==> config.mk <==
export PLATFORM = sky130hd
export DESIGN_NAME = excl_monitor
export DESIGN_NICKNAME = d
export VERILOG_FILES = /design/src/rtl/excl_mon_pkg.sv /design/src/rtl/excl_mon_arb.sv /design/src/rtl/excl_mon_tags.sv /design/src/rtl/excl_mon_mem.sv /design/src/rtl/excl_monitor.sv
export SDC_FILE = /design/constraint.sdc
export NUM_CORES = 1
export LEC_CHECK = 0
export BUFFER_PORTS_ARGS = -buffer_cell sky130_fd_sc_hd__buf_2
export CAP_MARGIN = 20
export CORE_UTILIZATION = 45
export CTS_CLUSTER_SIZE = 10
export DETAILED_ROUTE_END_ITERATION = 10
export MAX_ROUTING_LAYER = met4
export PLACE_DENSITY = 0.69
export SYNTH_ARGS = -nofsm -noshare
export SYNTH_HDL_FRONTEND = slang
export SYNTH_SLANG_ARGS = --single-unit
==> constraint.sdc <==
create_clock -name clk_i -period 4.6 [get_ports clk_i]
set_input_delay 1.38 -clock clk_i [delete_from_list [all_inputs] [get_ports clk_i]]
set_output_delay 1.38 -clock clk_i [all_outputs]
set_load 0.02 [all_outputs]
==> src/rtl/excl_mon_pkg.sv <==
package excl_mon_pkg;
  typedef enum logic [1:0] {
    OP_LOAD  = 2'b00,
    OP_STORE = 2'b01,
    OP_LDEX  = 2'b10,
    OP_STEX  = 2'b11
  } op_e;
endpackage

==> src/rtl/excl_mon_arb.sv <==
module excl_mon_arb #(
  parameter int N   = 4,
  localparam int IW = $clog2(N)
) (
  input  logic [N-1:0]  req_i,
  output logic [N-1:0]  gnt_o,
  output logic [IW-1:0] id_o
);
  // fixed priority, lowest index wins
  always_comb begin
    logic taken;
    taken = 1'b0;
    gnt_o = '0;
    id_o  = '0;
    for (int i = 0; i < N; i++) begin
      if (req_i[i] && !taken) begin
        gnt_o[i] = 1'b1;
        id_o     = IW'(i);
        taken    = 1'b1;
      end
    end
  end
endmodule

==> src/rtl/excl_mon_tags.sv <==
module excl_mon_tags
  import excl_mon_pkg::*;
#(
  parameter int N   = 4,
  parameter int TW  = 30,
  localparam int IW = $clog2(N)
) (
  input  logic          clk_i,
  input  logic          rst_ni,
  input  logic          acc_i,
  input  logic [IW-1:0] id_i,
  input  op_e           op_i,
  input  logic [TW-1:0] waddr_i,
  input  logic          shared_i,
  input  logic [N-1:0]  clrex_i,
  output logic          pass_o,
  output logic          we_o,
  output logic [N-1:0]  loc_o,
  output logic [N-1:0]  tag_v_o,
  output logic [N-1:0][TW-1:0] tag_a_o
);
  logic [N-1:0]          loc_q;
  logic [N-1:0]          tag_v_q;
  logic [N-1:0][TW-1:0]  tag_a_q;

  always_comb begin
    if (shared_i) pass_o = tag_v_q[id_i] && (tag_a_q[id_i] == waddr_i);
    else          pass_o = loc_q[id_i];
  end

  assign we_o = acc_i && ((op_i == OP_STORE) || (op_i == OP_STEX && pass_o));

  for (genvar g = 0; g < N; g++) begin : g_cpu
    localparam logic [IW-1:0] ME = IW'(g);
    logic mine;
    assign mine = acc_i && (id_i == ME);

    always_ff @(posedge clk_i or negedge rst_ni) begin
      if (!rst_ni) begin
        loc_q[g] <= 1'b0;
      end else if (clrex_i[g]) begin
        loc_q[g] <= 1'b0;
      end else if (mine && !shared_i && op_i == OP_LDEX) begin
        loc_q[g] <= 1'b1;
      end else if (mine && !shared_i && op_i == OP_STEX) begin
        loc_q[g] <= 1'b0;
      end
    end

    always_ff @(posedge clk_i or negedge rst_ni) begin
      if (!rst_ni) begin
        tag_v_q[g] <= 1'b0;
        tag_a_q[g] <= '0;
      end else if (clrex_i[g]) begin
        tag_v_q[g] <= 1'b0;
      end else if (mine && shared_i && op_i == OP_LDEX) begin
        tag_v_q[g] <= 1'b1;
        tag_a_q[g] <= waddr_i;
      end else if (mine && shared_i && op_i == OP_STEX) begin
        tag_v_q[g] <= 1'b0;
      end else if (we_o && shared_i && !mine && tag_a_q[g] == waddr_i) begin
        // another processor wrote our reserved word
        tag_v_q[g] <= 1'b0;
      end
    end
  end

  assign loc_o   = loc_q;
  assign tag_v_o = tag_v_q;
  assign tag_a_o = tag_a_q;
endmodule

==> src/rtl/excl_mon_mem.sv <==
module excl_mon_mem #(
  parameter int WORDS  = 16,
  parameter int DATA_W = 32,
  localparam int XW    = $clog2(WORDS)
) (
  input  logic              clk_i,
  input  logic              rst_ni,
  input  logic              re_i,
  input  logic              we_i,
  input  logic [XW-1:0]     idx_i,
  input  logic [DATA_W-1:0] wdata_i,
  output logic [DATA_W-1:0] rdata_o
);
  logic [WORDS-1:0][DATA_W-1:0] mem_q;

  always_ff @(posedge clk_i or negedge rst_ni) begin
    if (!rst_ni) begin
      mem_q   <= '0;
      rdata_o <= '0;
    end else begin
      if (re_i) rdata_o <= mem_q[idx_i];
      if (we_i) mem_q[idx_i] <= wdata_i;
    end
  end
endmodule

==> src/rtl/excl_monitor.sv <==
module excl_monitor
  import excl_mon_pkg::*;
#(
  parameter int N_CPU     = 4,
  parameter int ADDR_W    = 32,
  parameter int DATA_W    = 32,
  parameter int MEM_WORDS = 16,
  localparam int IW       = $clog2(N_CPU),
  localparam int TW       = ADDR_W - 2,
  localparam int XW       = $clog2(MEM_WORDS)
) (
  input  logic                     clk_i,
  input  logic                     rst_ni,
  input  logic [N_CPU-1:0]         req_valid_i,
  input  logic [2*N_CPU-1:0]       req_op_i,
  input  logic [ADDR_W*N_CPU-1:0]  req_addr_i,
  input  logic [DATA_W*N_CPU-1:0]  req_wdata_i,
  input  logic [N_CPU-1:0]         req_shared_i,
  input  logic [N_CPU-1:0]         clrex_i,
  output logic [N_CPU-1:0]         grant_o,
  output logic                     rsp_valid_o,
  output logic [IW-1:0]            rsp_id_o,
  output logic [DATA_W-1:0]        rsp_rdata_o,
  output logic                     rsp_status_o
);
  logic [IW-1:0]     sel_id;
  logic              acc;
  op_e               sel_op;
  logic [ADDR_W-1:0] sel_addr;
  logic [DATA_W-1:0] sel_wdata;
  logic              sel_shared;
  logic              pass, mem_we;
  logic [N_CPU-1:0]  loc_q, tag_v_q;
  logic [N_CPU-1:0][TW-1:0] tag_a_q;

  excl_mon_arb #(.N(N_CPU)) u_arb (
    .req_i (req_valid_i),
    .gnt_o (grant_o),
    .id_o  (sel_id)
  );

  assign acc        = |grant_o;
  assign sel_op     = op_e'(req_op_i[sel_id*2 +: 2]);
  assign sel_addr   = req_addr_i[sel_id*ADDR_W +: ADDR_W];
  assign sel_wdata  = req_wdata_i[sel_id*DATA_W +: DATA_W];
  assign sel_shared = req_shared_i[sel_id];

  excl_mon_tags #(.N(N_CPU), .TW(TW)) u_tags (
    .clk_i    (clk_i),
    .rst_ni   (rst_ni),
    .acc_i    (acc),
    .id_i     (sel_id),
    .op_i     (sel_op),
    .waddr_i  (sel_addr[ADDR_W-1:2]),
    .shared_i (sel_shared),
    .clrex_i  (clrex_i),
    .pass_o   (pass),
    .we_o     (mem_we),
    .loc_o    (loc_q),
    .tag_v_o  (tag_v_q),
    .tag_a_o  (tag_a_q)
  );

  excl_mon_mem #(.WORDS(MEM_WORDS), .DATA_W(DATA_W)) u_mem (
    .clk_i   (clk_i),
    .rst_ni  (rst_ni),
    .re_i    (acc),
    .we_i    (mem_we),
    .idx_i   (sel_addr[2 +: XW]),
    .wdata_i (sel_wdata),
    .rdata_o (rsp_rdata_o)
  );

  always_ff @(posedge clk_i or negedge rst_ni) begin
    if (!rst_ni) begin
      rsp_valid_o  <= 1'b0;
      rsp_id_o     <= '0;
      rsp_status_o <= 1'b0;
    end else begin
      rsp_valid_o  <= acc;
      if (acc) begin
        rsp_id_o     <= sel_id;
        rsp_status_o <= (sel_op == OP_STEX) && !pass;
      end
    end
  end
endmodule

* Word level (Yosys, flattened, before mapping)
Cells that the tools add are included.
Storage, ports and cells: word-level logic and storage cells 173, input port bits 278, output and inout bits 40, register bits after elaboration 676
Cells by class: shift-type cells 3, multiplexer cells 51, reductions and logical operators 69, eq/ne operators 11, order comparisons 3, bitwise gates (word level) 4
Operators with widths (count):
- 512-bit bitwise mux | 1
- 128-bit by 8-bit variable part select with 32-bit output | 2
- 30-bit == test | 5
- 32-bit binary-select mux with 4-bit select | 1
- 32-bit demux with 4-bit select | 1
- 32-bit 2-to-1 mux | 2
- 30-bit binary-select mux with 2-bit select | 1
- 1-bit logical AND | 45
- 1-bit 2-to-1 mux | 39
- 30-bit 2-to-1 mux | 1
- 4-bit nonzero test | 4
- 3-bit nonzero test | 4
- 1-bit zero test | 9
- 2-bit == test, second input constant | 4
- 2-bit AND reduction | 4
- 8-bit by 4-bit variable part select with 2-bit output | 1
- 1-bit binary-select mux with 2-bit select | 3
- 4-bit by 5-bit < comparator with 1-bit output, second input constant | 1
- 2-bit by 1-bit == test with 1-bit output, second input constant | 2
- 4-bit by 1-bit >= comparator with 1-bit output, second input constant | 1
- 2-bit 2-to-1 mux | 2
- 1-bit NOT | 4
- 4-bit OR reduction | 1
- 2-bit by 3-bit < comparator with 1-bit output, second input constant | 1
- 2 further kinds | 2

* Logic depth before layout (Yosys ltp)
Gate-level depths: netlist (run 1).
depth after elaboration 25, depth in mapped cells 15, mapped depth without buffers 10

* Hierarchy
From an unflattened synthesis (run 1), not the netlist that was laid out.
Second synthesis, totals: cell total of the unflattened synthesis 2452, area, all modules 34045.2 um^2
By module, submodules not included:
- excl_mon_mem | instances 1, sequential area each 13613.1 um^2, area an instance 24375.9 um^2, cells each 1704
- excl_mon_tags | instances 1, sequential area each 3203.1 um^2, area an instance 7806.2 um^2, cells each 650
- excl_monitor | instances 1, sequential area each 100.1 um^2, area an instance 1799.2 um^2, cells each 89
- excl_mon_arb | instances 1, sequential area each 0.0 um^2, area an instance 63.8 um^2, cells each 9

* Worst setup path before layout (run 1)
No wires, ideal clock.
path type input-to-reg, from input req_valid_i[1], to register u_mem.mem_q[161] (netlist name), data arrival time 4.346 ns, stages on the path 14, path buffers 5, setup time 0.125 ns, slack 0.128 ns, data required time 4.475 ns, path through or3_1 -> and2_1 -> buf_6 -> buf_2 -> o221ai_2 -> xor2_1 -> and4_1 -> and3_1 -> buf_2 -> and3_1 -> buf_6 -> o31ai_4 -> buf_6 -> mux2_4
On the way: longest elaborated chain between the ends 16, elaborated cells between the ends (all ways) 39, classes of those cells order compare (2); eq/ne (3); shift (3); mux (20); reduce/logical (11)
RTL lines:
- from (decl) | RTL line excl_monitor.sv:14 | input logic [N_CPU-1:0] req_valid_i,
- 1-bit logical AND * | RTL line excl_mon_arb.sv:16 | if (req_i[i] && !taken) begin
- parallel branches: the longest is 15 deep, another holds 4-bit by 5-bit < comparator with 1-bit output
- to (signal, indexed assignment) | RTL line excl_mon_mem.sv:22 | if (we_i) mem_q[idx_i] <= wdata_i;
- to (decl) | RTL line excl_mon_mem.sv:14 | logic [WORDS-1:0][DATA_W-1:0] mem_q;
Mark *: on every way between the ends. The select of a mux whose other input is x is not followed. A chain may end at the register's enable or synchronous reset.

* Worst setup path in the final report (run 1)
from input req_valid_i[1], to register u_mem.mem_q[191] (netlist name)
The elaborated chain is that of the path after synthesis.

==> impl_metrics.ini, run 1 <==
[outcome]
status = finished, final reports clean

[worst_setup_path]
r2r-end = u_mem.mem_q[191]
reg2reg_depth = 11
path_class = in2reg
crit_arrival_ns = 4.77
rrSetupSlack_ns = 1.22
start_kind = input pin
required_ns = 5.09
worstPathMaxFanout = 12
timing.rr.start = u_tags.tag_a_o[81]
end_kind = flop

[worst_hold_path]
worstHoldStart = u_mem.rdata_o[11]
holdPathEnd = u_mem.rdata_o[11]
hold_path_depth = 1
hp-class = reg2reg

[sta]
setup_viol = 0
fmax_mhz = 234
min_period_ns = 4.28
slew_viol_final = 0
hold_violations = 0
final.setup.tns_ns = 0
finalClockSkew_ns = 0.0268
whs_ns = 0.469
rsz0062_at_grt = false
period_share_pct = 93.0
tightest_slew_ns = 0.734
max-slew-margin-rel_pct = 51.1

[routing]
via_per_inst = 5.80
ant_nets = 0
remaining_drc_errors = 0
drt_first_iter_violations = 2490
num_vias = 27490
wirelength_mm = 102
dr.pass1.iters = 8
wire_per_inst_um = 21.5

[finish]
syn2layout_area_growth_pct = 18.6
fin_area_um2 = 41800
fillCellCount = 6648
antenna_cells = 0
drive_gt1_share_pct = 23.0
fin_nets = 3957

[logic_synthesis]
synth.area.mux_share_pct = 18.1
ys_ff_latch = 676
postSynthAreaPerCell_um2 = 10.5
synth-compound-area-share_pct = 10.8
synthArstFlopShare_pct = 100
synth-edff-count = 0
synth_top_family_by_area = multiplexers
synthFlopType = dfrtp_1
synth_adder_area_share_pct = 0
synthesis.area_um2 = 35300
ys_seq_area_share_pct = 47.9
yosys_warnings = 0
synthesis.nets = 3623
yosys.area_share.simple_pct = 15.8
syn_inst = 3345
synthXorXnorAreaFrac_pct = 3.57
synth_cell_types = 70

[placement]
portBuffers = 309
routabilityCongestion = 0.941
place_area_um2 = 39700
dp_hpwl_mm = 65.1

[clock_network]
cts_buffers = 79
cts_hold_buffers = 0
clkTransAtPathRegs_ns = 0.05
cts_tree = built
postCtsSetupBuffers = 0
clk_latency_ns = 0.63
clock_path_buffers = 3
h-tree-depth = 3
cts-root-buf = clkbuf_16
cts-resized-gates = 0
cts.sinks = 676

[die]
core-area_um2 = 77500
io_pins = 318
die_y_um = 282
start_util_pct = 45.5
num_rows = 102
die_area_um2 = 79500
die_x_um = 282

[power_and_ir_drop]
power.density_cell_area_nw_per_um2 = 455
max-vdd-ir-drop_uv = 294
power_mw = 19.0
p_leak_nw = 19.6

[run]
max_cap_violations = 0

[global_routing]
grt_first_pass_wirelength_mm = 159
grt_pass1_vias = 27111
antenna_found_initial = 2
gr-total-overflow = 0
globalRouteTotalUtil_pct = 26.6
grt_start_max_net_pins = 128
-- cell usage after synthesis (4+ instances only) --
library cell    n  area share [%]
and3_1         68             1.2
nand4_1        15            0.27
mux2_1        387              12
nor4b_1         9            0.22
o221a_2        10            0.32
o21ai_0       149             2.1
or3b_2          9            0.22
buf_1          24            0.26
a221oi_1        4           0.099
mux2_2         13            0.41
a222oi_1       33            0.94
or3_1          17            0.30
xor2_1         16            0.40
o221ai_2       22            0.94
nor4_1         30            0.53
a21oi_1        28            0.40
buf_4          13            0.28
buf_6          17            0.54
buf_2          36            0.51
a21o_1         34            0.72
nand2_1       711             7.6
dfrtp_1       676              48
o21ai_1         6           0.085
nand3_1       172             2.4
o221ai_1        6            0.15
mux2_4        120             5.1
nor2b_1        48            0.85
o31ai_4         6            0.36
o22ai_1        15            0.27
inv_1           5           0.053
nor2_1         59            0.63
nor3b_1        35            0.74
a311o_1        33            0.94
nand2b_1        6            0.11
nor3_1         21            0.30
a311oi_1      100             2.5
mux2i_1         8            0.23
clkbuf_1      206             2.2
xnor2_1       128             3.2
-- flip-flops by register name (all words and copies together), names as in the netlist --
register,flops
u_mem.mem_q,512
u_tags.tag_a_o,120
u_tags.loc_o,4
rsp_valid_o,1
u_mem.rdata_o,32
rsp_status_o,1
rsp_id_o,2
u_tags.tag_v_o,4
-- worst max path at each step --
stage,from,end,slack [ns]
floorplan,req_valid_i[1],u_mem.mem_q[161],0.13
global placement,req_valid_i[1],u_mem.mem_q[191],-0.21
detailed placement,req_valid_i[1],u_mem.mem_q[195],-0.25
CTS,req_valid_i[1],u_mem.mem_q[191],0.37
global route,req_valid_i[1],u_mem.mem_q[191],0.24
finish,req_valid_i[1],u_mem.mem_q[191],0.32
-- logic make-up (layout without fill, tap and decap cells) --
kind of cell,count (synthesis),after routing
compound gates,476,476
simple gates,1216,1216
xor+xnor,144,144
flops,676,676
mux,528,528
buf+inv,305,659
-- cell type report --
| type | instances | area (um^2) | area share (%) |
|---|---|---|---|
| clock inverter | 6 | 48.8 | 0.117 |
| inverter | 9 | 33.8 | 0.0807 |
| timing repair buffer | 549 | 4270 | 10.2 |
| multi-input combinational | 2364 | 17100 | 41.0 |
| sequential | 676 | 16900 | 40.4 |
| tap | 1040 | 1300 | 3.11 |
| clock buffer | 95 | 2120 | 5.07 |
-- cells in the final DEF, fill, tap and decap left out, types with 21 or more instances in the layout --
master     count
mux2_1       387
nor4_1        29
dfrtp_1      676
o21ai_0      149
clkbuf_16     82
nor3b_1       35
nor2b_1       43
buf_4        168
buf_12        73
nand2_1      708
buf_2        307
xnor2_1      128
a21oi_1       27
nor2_1        58
a222oi_1      33
a311o_1       33
mux2_4       120
a21o_1        34
nand3_1      172
a311oi_1     100
nor3_1        21
and3_1        68
-- layer usage --
layer  vias up  share of wire, %  track usage (%)
met4         0               3.4             9.56
met2       976                46             40.8
met5         -                 0                -
met3       203               6.9             4.64
met1     13805                43             35.5
li1      12506                 -                -
-- worst max-delay path, stage by stage --
cell and delay [ns]:
buf_4 0.12, or3_1 0.38, and2_2 0.26, buf_4 0.21, o221ai_2 0.26, xor2_1 0.18, and4_1 0.25, and3_1 0.21
and3_1 0.30, buf_12 0.19, o31ai_4 0.43, buf_12 0.23, mux2_1 0.34
-- per-stage QoR --
step / util (%) / cells / worst slack, ns
final: 54.0 / 4739 / 0.321
after global placement: 51.2 / 4638 / -0.214
after CTS: 54.0 / 4739 / 0.374
after floorplan: - / 3345 / 0.128
after detailed placement: 51.2 / 4638 / -0.253
after global routing: 54.0 / 4739 / 0.242
-- power breakdown --
group	leakage, nW	switching (mW)	internal (mW)
sequential	8.79	1.07	7.74
clock	1.07	2.34	3.20
combinational	9.75	2.31	2.39
Note: power is estimated with default switching activity, not from simulation.
==> run 2, diff against run 1 <==
CELL_PAD_IN_SITES_DETAIL_PLACEMENT = 0   (was default)
CELL_PAD_IN_SITES_GLOBAL_PLACEMENT = 1   (was default)
CTS_BUF_LIST = sky130_fd_sc_hd__clkbuf_8 sky130_fd_sc_hd__clkbuf_16   (was default)
PLACE_DENSITY = 0.83   (was 0.69)
==> impl_metrics.ini, run 2 (synthesized netlist as in run 1, its figures left out) <==
[clock_network]
cts_hold_buffers = 0
clkTransAtPathRegs_ns = 0.05
h-tree-depth = 3
cts_tree = built
clock_path_buffers = 3
cts-root-buf = clkbuf_16
cts.sinks = 676
clk_latency_ns = 0.63
postCtsSetupBuffers = 0
cts_buffers = 79
cts-resized-gates = 0

[power_and_ir_drop]
max-vdd-ir-drop_uv = 279
p_leak_nw = 19.7
power.density_cell_area_nw_per_um2 = 456
power_mw = 19.1

[sta]
postLayoutSetupSlackWorst_ns = 0.276
setup_viol = 0
period_share_pct = 94.0
fmax_mhz = 231
min_period_ns = 4.32
rsz0062_at_grt = false
slew_viol_final = 0
whs_ns = 0.469
hold_violations = 0
tightest_slew_ns = 0.929
finalClockSkew_ns = 0.0190
max-slew-margin-rel_pct = 38.1

[finish]
layout_common_cells = 708 x nand2_1, 676 x dfrtp_1, 387 x mux2_1
regMostFlops = u_mem.mem_q
syn2layout_area_growth_pct = 19.0
drive_gt1_share_pct = 23.2
fin_util_pct = 54.2
fin_nets = 3968
final_common_cell = nand2_1
largest_reg_flops = 512

[worst_setup_path]
crit_top_cell = buf_12
start_kind = input pin
cp_cell_sequence = buf_2, buf_4, nand2b_1, buf_12, o22ai_1, a211oi_1, xnor2_1, nor4_1, and4_1, and3_1, buf_12, o31ai_4, buf_12, mux2_1
required_ns = 5.10
crit_slowest_cell = o31ai_4
worstPathMaxFanout = 25
crit_arrival_ns = 4.82
path_class = in2reg
end_kind = flop
slowest_delay_ns = 0.51
r2r-end = u_mem.mem_q[214]
rrSetupSlack_ns = 1.22
timing.rr.start = u_tags.tag_a_o[73]
reg2reg_depth = 11

[placement]
dp_hpwl_mm = 67.9
pre_cts_ws_ns = -0.267
portBuffers = 309
routabilityCongestion = 0.924

[routing]
wire_per_inst_um = 22.1
via_per_inst = 5.79
dr.pass1.iters = 9
remaining_drc_errors = 0
num_vias = 27499
wirelength_mm = 105
ant_nets = 0
drt_first_iter_violations = 2303

[global_routing]
grt_start_max_net_pins = 91
grt_pass1_vias = 27176
grt_first_pass_wirelength_mm = 164
globalRouteTotalUtil_pct = 27.4
antenna_found_initial = 1
gr-total-overflow = 0

[outcome]
status = finished, final reports clean

[worst_hold_path]
worstHoldStart = u_mem.rdata_o[1]
hp-class = reg2reg
hold_path_depth = 1
holdPathEnd = u_mem.rdata_o[1]

[die]
core-area_um2 = 77500
die_area_um2 = 79500
die_x_um = 282
start_util_pct = 45.5
num_rows = 102
io_pins = 318
die_y_um = 282

[run]
max_cap_violations = 0
run 2: cell count changes in the layout (fill, tap and decap cells not counted), moves of 2 or more:
cell / previous run / this run
inv_1: 4 / 14
inv_16: 0 / 2
clkbuf_1: 11 / 0
clkbuf_16: 82 / 80
buf_4: 168 / 174
clkinv_2: 3 / 1
buf_12: 73 / 78
run 2: power breakdown:
group          internal (mW)  switching, mW
logic                   2.41           2.35
clock network           3.15           2.44
registers               7.74           1.06
total                   13.3           5.84
run 2: layer usage:
metal / up-vias / part of all wire [%] / track usage, %
met5: - / 0 / -
met4: 0 / 2.6 / 8.18
met3: 161 / 5.7 / 3.74
met2: 837 / 47 / 42.2
met1: 13961 / 45 / 37.5
li1: 12540 / - / -
run 2: metrics by stage:
stage | instances | setup TNS, ns | area (um^2)
floorplan | 3345 | 0 | 35300
global placement | 4649 | -47.14 | 39800
detailed placement | 4649 | -63.35 | 39800
CTS | 4750 | 0 | 42000
global route | 4751 | 0 | 42000
finish | 4751 | 0 | 42000
run 2: worst max-delay path by stage:
| stage | start | cells past startpoint | slack [ns] | endpoint |
|---|---|---|---|---|
| 2_1_floorplan | req_valid_i[1] | 14 | 0.13 | u_mem.mem_q[161] |
| 3_3_place_gp | req_valid_i[1] | 13 | -0.22 | u_mem.mem_q[216] |
| 3_5_place_dp | req_valid_i[0] | 14 | -0.27 | u_mem.mem_q[214] |
| 4_1_cts | req_valid_i[0] | 8 | 0.33 | grant_o[1] |
| 5_1_grt | req_valid_i[0] | 14 | 0.24 | u_mem.mem_q[133] |
| 6_report | req_valid_i[0] | 14 | 0.28 | u_mem.mem_q[214] |
run 2: critical path, delay by kind of cell:
kind,cells,cell delay [ns]
buf+inv,5,1.05
compound gates,3,0.95
simple gates,4,0.83
mux,1,0.33
xor+xnor,1,0.22
run 2: cell type report:
type                    count  area (um^2)
well taps                1040         1300
repair buffers            560         4420
flip-flops and latches    676        16900
clock inverters            18          133
inverters                   9         33.8
diodes                      1         2.50
clock buffers              83         2040
multi-input cells        2364        17100
fillers                  6725        35500
==> run 3, diff against run 2 <==
clock period = 5.4 ns   (was 4.6 ns; I/O delays follow)
==> impl_metrics.ini, run 3 (synthesized netlist as in run 1, its figures left out) <==
[outcome]
status = finished, final reports clean

[sta]
whs_ns = 0.470
rsz0062_at_grt = false
fmax_mhz = 202
tightest_slew_ns = 1.04
max-slew-margin-rel_pct = 30.5
period_share_pct = 91.8
setup_viol = 0
finalClockSkew_ns = 0.0305
min_period_ns = 4.96
slew_viol_final = 0
hold_violations = 0

[worst_setup_path]
cp_num_buf_inv = 4
slowest_delay_ns = 0.62
reg2reg_depth = 11
cp.depth = 5
crit_slowest_cell = or4b_4
cp_cell_sequence = buf_4, or4b_4, inv_2, buf_4, buf_2
start_kind = input pin
cpLargestDelayFamily = buffers and inverters
worstPathMaxFanout = 31
crit_arrival_ns = 3.34
path_class = in2out
end_kind = output port
required_ns = 3.78
crit_top_cell = buf_4

[power_and_ir_drop]
max-vdd-ir-drop_uv = 232
p_clk_share_pct = 29.1
switching_power_mw = 4.92
p_int_mw = 11.2
sw_frac_of_total_pct = 30.6
power.density_cell_area_nw_per_um2 = 395
p_leak_nw = 19.0
p_seq_share_pct = 46.6
combPwrFrac_pct = 24.3
power_mw = 16.1

[die]
die_y_um = 282
core-area_um2 = 77500
start_util_pct = 45.5
die_x_um = 282
num_rows = 102
die_area_um2 = 79500
io_pins = 318

[clock_network]
cts_buffers = 78
cts-resized-gates = 0
clkTransAtPathRegs_ns = 0.05
clk_latency_ns = 0.64
cts.sinks = 676
cts_tree = built
clock_path_buffers = 3
cts-root-buf = clkbuf_16
h-tree-depth = 3
postCtsSetupBuffers = 0
cts_hold_buffers = 0

[global_routing]
globalRouteTotalUtil_pct = 27.0
grt_pass1_vias = 26652
grt_start_max_net_pins = 107
gr-total-overflow = 0
grt_first_pass_wirelength_mm = 161
antenna_found_initial = 1

[finish]
fin_nets = 3867
drive_gt1_share_pct = 21.0
final_common_cell = nand2_1
fillCellCount = 6899
syn2layout_area_growth_pct = 15.4
layout_common_cells = 708 x nand2_1, 676 x dfrtp_1, 387 x mux2_1
largest_reg_flops = 512
regMostFlops = u_mem.mem_q

[routing]
num_vias = 27046
wirelength_mm = 104
drt_first_iter_violations = 2340
via_per_inst = 5.82
remaining_drc_errors = 0
dr.pass1.iters = 7
wire_per_inst_um = 22.3
ant_nets = 0

[worst_hold_path]
hp-class = reg2reg
hold_path_depth = 1

[placement]
routabilityCongestion = 0.904
portBuffers = 309
dp_hpwl_mm = 62.8

[run]
max_cap_violations = 0
-- run 3: cell types whose count changed in the layout (fill, tap and decap cells not counted), sizes merged --
cell | previous run | this run
clkbuf | 83 | 80
clkinvlp | 1 | 0
buf | 560 | 460
inv | 23 | 24
-- run 3: power by group through the flow --
| stage | Clock [mW] | Combinational [mW] | Sequential, mW |
|---|---|---|---|
| floorplan | 0 | 2.77 | 7.36 |
| global placement | 0 | 3.80 | 7.46 |
| detailed placement | 0 | 3.91 | 7.52 |
| CTS | 4.76 | 3.93 | 7.46 |
| global route | 4.95 | 4.31 | 7.66 |
| finish | 4.67 | 3.91 | 7.49 |
-- run 3: cell type report --
cell class                      count  area [um^2]  area share [%]
Tap cell                         1040         1300            3.19
Inverter                            9         33.8          0.0829
Multi-Input combinational cell   2364        17100            42.1
Clock buffer                       80         1990            4.89
Clock inverter                     18          135           0.332
Antenna cell                        1         2.50         0.00614
Timing Repair Buffer              460         3210            7.87
Sequential cell                   676        16900            41.5
-- run 3: path summary, 6_finish.rpt --
path / startpoint / to / slack [ns]
setup / recovery: req_valid_i[1] / grant_o[3] / 0.44
hold / removal: u_mem.rdata_o[25] / u_mem.rdata_o[25] / 0.47
setup reg to reg: u_tags.tag_a_o[81] / u_mem.mem_q[510] / 1.92
hold reg to reg: u_mem.rdata_o[25] / u_mem.rdata_o[25] / 0.47
max in group asynchronous: rst_ni / u_mem.mem_q[436] / 3.14
min in group asynchronous: rst_ni / u_tags.tag_a_o[78] / 0.98
-- run 3: worst reg2reg max path, stage by stage, from the launching register on --
cell	delay, ns
dfrtp_1	0.42
or3b_2	0.47
a21oi_1	0.17
nor3_1	0.09
xor2_1	0.19
and4_1	0.22
and3_1	0.19
buf_4	0.17
nand4_1	0.10
nor2b_4	0.66
buf_12	0.31
mux2_1	0.37
-- run 3: through the flow --
stage               setup TNS [ns]  setup slack (ns)  area [um^2]  std cells  utilization [%]
global route                     0             0.365        40700       4648             52.6
floorplan                        0             0.688        35300       3345                -
detailed placement         -0.0191          -0.00905        38600       4549             49.8
global placement            -0.134           -0.0300        38600       4549             49.8
CTS                              0             0.427        40700       4647             52.6
finish                           0             0.443        40700       4648             52.6
-- run 3: layer usage --
metal | vias up | share of wire (%) | GRT usage (%)
met3 | 176 | 5.8 | 3.92
met2 | 847 | 48 | 42.3
met1 | 13695 | 44 | 36.4
li1 | 12328 | - | -
met5 | - | 0 | -
met4 | 0 | 2.7 | 7.59
